## config.mk

```make
export PLATFORM = sky130hd
export DESIGN_NAME = ipi_timer_ctl
export DESIGN_NICKNAME = d
export VERILOG_FILES = /design/src/rtl/ipi_timer_ctl.sv
export SDC_FILE = /design/constraint.sdc
export NUM_CORES = 1
export LEC_CHECK = 0
export ABC_AREA = 1
export BUFFER_PORTS_ARGS = -buffer_cell sky130_fd_sc_hd__buf_2
export CORE_ASPECT_RATIO = 1.75
export CORE_MARGIN = 4
export CORE_UTILIZATION = 25
export CTS_CLUSTER_SIZE = 12
export DETAILED_ROUTE_END_ITERATION = 8
export PLACE_DENSITY = 0.88
export SYNTH_ARGS = -nofsm -noshare
export SYNTH_HDL_FRONTEND = slang
export SYNTH_SLANG_ARGS = --single-unit
```

## constraint.sdc

```tcl
create_clock -name clk -period 0.8 [get_ports clk]
set_input_delay 0.2 -clock clk [delete_from_list [all_inputs] [get_ports clk]]
set_output_delay 0.2 -clock clk [all_outputs]
set_load 0.01 [all_outputs]
```

## src/rtl/ipi_timer_ctl.sv

```systemverilog
module ipi_timer_ctl #(
  parameter int NCPU = 4,
  parameter int DW   = 64,
  parameter int IDW  = 2,
  parameter int CW   = 3
) (
  input  logic            clk,
  input  logic            rst_n,
  input  logic            wr_en,
  input  logic            rd_en,
  input  logic [1:0]      acc_size,
  input  logic [DW-1:0]   wdata,
  input  logic [IDW-1:0]  req_id,
  output logic [DW-1:0]   rdata,
  input  logic            tick,
  input  logic [CW-1:0]   cpu_count,
  output logic [NCPU-1:0] ipi_irq,
  output logic [NCPU-1:0] tmr_irq,
  output logic            err
);
  localparam int F_TCLR  = 4;
  localparam int F_PEND  = 8;
  localparam int F_POST  = 12;
  localparam int F_IGN   = 28;
  localparam int F_TOP   = F_POST + NCPU - 1;
  localparam logic [1:0] SZ_FULL = 2'd3;

  logic [NCPU-1:0] pend_q, stat_q, present;
  logic            err_q;

  wire full   = (acc_size == SZ_FULL);
  wire acc    = wr_en | rd_en;
  wire wr_ok  = wr_en & full;
  wire known  = (|wdata[F_TOP:F_TCLR]) | wdata[F_IGN];

  wire [NCPU-1:0] post = wr_ok ? wdata[F_POST +: NCPU] : '0;
  wire [NCPU-1:0] iclr = wr_ok ? wdata[F_PEND +: NCPU] : '0;
  wire [NCPU-1:0] tclr = wr_ok ? wdata[F_TCLR +: NCPU] : '0;
  wire [NCPU-1:0] tset = tick ? present : '0;

  for (genvar n = 0; n < NCPU; n++) begin : g_present
    assign present[n] = (32'(cpu_count) > n);
  end

  always_ff @(posedge clk) begin
    if (!rst_n) begin
      pend_q <= '0;
      stat_q <= '0;
      err_q  <= 1'b0;
    end else begin
      pend_q <= (pend_q | post) & ~iclr;
      stat_q <= (stat_q & ~tclr) | tset;
      err_q  <= (acc & ~full) | (wr_ok & ~known);
    end
  end

  always_comb begin
    rdata = '0;
    rdata[F_PEND +: NCPU] = pend_q;
    rdata[F_TCLR +: NCPU] = stat_q;
    rdata[IDW-1:0]        = req_id;
  end

  assign ipi_irq = pend_q;
  assign tmr_irq = stat_q;
  assign err     = err_q;

  a_r2_ipi_rise_needs_write: assert property (@(posedge clk) disable iff (!rst_n)
    (|(ipi_irq & ~$past(ipi_irq))) |-> ($past(wr_en) && $past(acc_size) == SZ_FULL));

  a_r5_tmr_rise_needs_tick: assert property (@(posedge clk) disable iff (!rst_n)
    (|(tmr_irq & ~$past(tmr_irq))) |-> $past(tick));

  a_r6_tmr_fall_needs_write: assert property (@(posedge clk) disable iff (!rst_n)
    (|(~tmr_irq & $past(tmr_irq))) |-> ($past(wr_en) && $past(acc_size) == SZ_FULL));

  a_r11_narrow_keeps_ipi: assert property (@(posedge clk) disable iff (!rst_n)
    (acc && acc_size != SZ_FULL) |=> ($stable(ipi_irq) && err));

  a_r12_err_needs_access: assert property (@(posedge clk) disable iff (!rst_n)
    err |-> $past(acc));
endmodule

```

==> impl_results.md <==
* Critical path cell sequence: buf_6
* FP Rows at 28
* RSZ-0062 raised after global routing: true
* Routed vias at 755
* CTS buffer count at 3
* Type of the worst min-delay path: in -> reg
* Post-layout min period at 0.903 ns
* HPWL after detailed placement at 1.72 mm
* Sw power at 452 µW
* Post-CTS Hold Buffers at 0
* Number of port buffers at 39
* Origin of the worst setup path: tmr_irq[0]
* Family with the most delay on the worst path: flip-flops
* Comb pwr share at 0.280
* Fraction of layout cells with a size suffix above 1 at 0.356
* Max Freq at 1110 MHz
* Drt total wl at 2.13 mm
* Clock power frac at 0.368
* Startpoint Class: register
* Min-delay src: wdata[10]
* Worst skew pair latency at 0.24 ns
* Gate Count Post-Synth at 128
* Status: finished with violations
* Post-DR wirelength/cell at 10.2 µm
* Root buf cell: clkbuf_8
* R2r startpoint: tmr_irq[0]
* Vias in the first global route at 667
* Leak at 0.582 nW
* Max stage delay on crit path at 0.36 ns
* Die Y-Extent at 87.6 µm
* Hold Vio Cnt, Final at 0
* Tot GR Track Use at 0.0789
* Num ports at 149
* Drt first pass iters at 4
* Yosys top cell area share at 0.530
* Area Growth Syn to Fin at 14.8%
* CP required at 0.60 ns
* DRC at 0
* Synth warnings at 0
* Clock slew at reported path FFs at 0.04 ns
* CTS sink count at 9
* Maximum number of pins on one net before global-route repair at 12
* Post-synthesis cell type count at 15
* CTS tree: yes
* Final slew viol count at 0
* Nets at 240
* Arr. time, crit path at 0.70 ns
* Final Non-Filler Cells at 208
* Core ar. at 0.00343 mm²
* Power per cell area at 1380 mW/mm²
* Switching Fraction at 0.315
* Setup ws final at -0.103 ns
* Sequential power share at 0.352
* Final Cycle Share at 1.13
* Internal power at 984 µW
* Routed Antenna Nets at 0
* Mapped cell area at 906 µm²
* Register-to-register setup slack at 0.09 ns
* Initial antenna violation count at 0
* Critical Path Fanout Max at 3
* CP max-delay cell: dfxtp_2
* Failing checks: setup timing
* Clock skew at 0 ns
* Routability congestion estimate at 0.575
* Critical path class: reg -> out
* #FFs+latches synth at 9
* Dpl cells at 202
* Worst setup EP type: output port
* CP Buf/Inv Count at 1
* Tot Pwr at 1.44 mW
* Leading area contributor after synthesis: buf_4
* Max_cap viols at 0
* ANT cells at 0
* DR iter-0 viols at 10
* Global-route wire length before repair at 2.64 mm
* Maximum vdd drop at 0.611 mV
* Mean cell area of the mapped netlist at 7.08 µm²
* Synth top area cells: buf_4 53%, dfxtp_1 20%, nand2_1 9.1%
* Htree depth at 1
* Full die area at 0.00469 mm²
* Sequential share of the synthesized area at 0.199
* Clk buf depth at 2
* # setup viols final at 17
* Starting Density at 0.264
* Width of the die at 53.5 µm
* GR Overflow Total at 0
* Vias per cell at 3.63
Yosys cell counts (all sizes together):
master / count
or2: 2
buf: 65
nand3: 2
o21ai: 3
a21oi: 9
dfxtp: 9
conb: 1
nand2: 22
inv: 3
nor2: 12
registers in the layout (all words and copies together), names as in the netlist:
register and flops:
ipi_irq 4, err 1, tmr_irq 4
cells by family after synthesis:
group / after synthesis / synth area share
compound gates: 12 / 0.0704
buf+inv: 68 / 0.555
flops: 9 / 0.199
other cells: 1 / 0.00414
simple gates: 38 / 0.171
power by group through the flow:
stage,sequential (mW),combinational (mW),clock [mW]
floorplan,0.512,0.425,0
global placement,0.499,0.334,0
detailed placement,0.500,0.339,0
CTS,0.501,0.361,0.547
global route,0.507,0.443,0.576
finish,0.506,0.402,0.529
repair_timing:
item,CTS,global route
buffers inserted,1,1
resized for setup,16,7
setup endpoints to repair,17,17
routing by layer:
| layer | share of wire | up-vias | track usage |
|---|---|---|---|
| met4 | 0.032 | 0 | 0.0674 |
| li1 | - | 344 | - |
| met5 | 0 | - | 0 |
| met2 | 0.48 | 87 | 0.151 |
| met1 | 0.31 | 317 | 0.0556 |
| met3 | 0.18 | 7 | 0.0273 |
final timing paths:
check | endpoint | cells after the start
setup / recovery | tmr_irq[0] | 1
hold / removal | ipi_irq[2] | 4
setup reg to reg | tmr_irq[0] | 3
hold reg to reg | tmr_irq[1] | 2
placed cells by master (no fill, tap or decap), types with 2 or more instances in the layout:
master    count
buf_6        14
buf_4         4
nor2_1       12
dfxtp_2       7
a21oi_1       8
clkbuf_8      3
conb_1       54
nand2_1      22
buf_2        25
inv_1         2
o21ai_0       3
stage by stage:
stage	hold slack, ns	worst slack [ns]	setup TNS (ns)	instance area (µm²)	util
2_1_floorplan	0.326	0.0427	0	1100	-
3_3_place_gp	0.400	-0.113	-0.481	880	0.256
3_5_place_dp	0.400	-0.132	-0.611	880	0.256
4_1_cts	0.214	-0.109	-1.63	992	0.289
5_1_grt	0.235	-0.122	-1.91	1040	0.303
6_report	0.222	-0.103	-1.55	1040	0.303
worst reg2reg max path, cell delays in order, from the launching register on:
cell and delay, ns:
dfxtp_2 0.36, buf_4 0.12, nand2_1 0.05, a21oi_1 0.12
final cells by class:
| type | count | area (µm²) |
|---|---|---|
| Clock buffer | 4 | 45.0 |
| Inverter | 3 | 11.3 |
| Sequential cell | 9 | 193 |
| Multi-Input combinational cell | 104 | 422 |
| Timing Repair Buffer | 43 | 313 |
| Tap cell | 45 | 56.3 |
| Fill cell | 379 | 2390 |
Power figures use the tool's default switching activity.
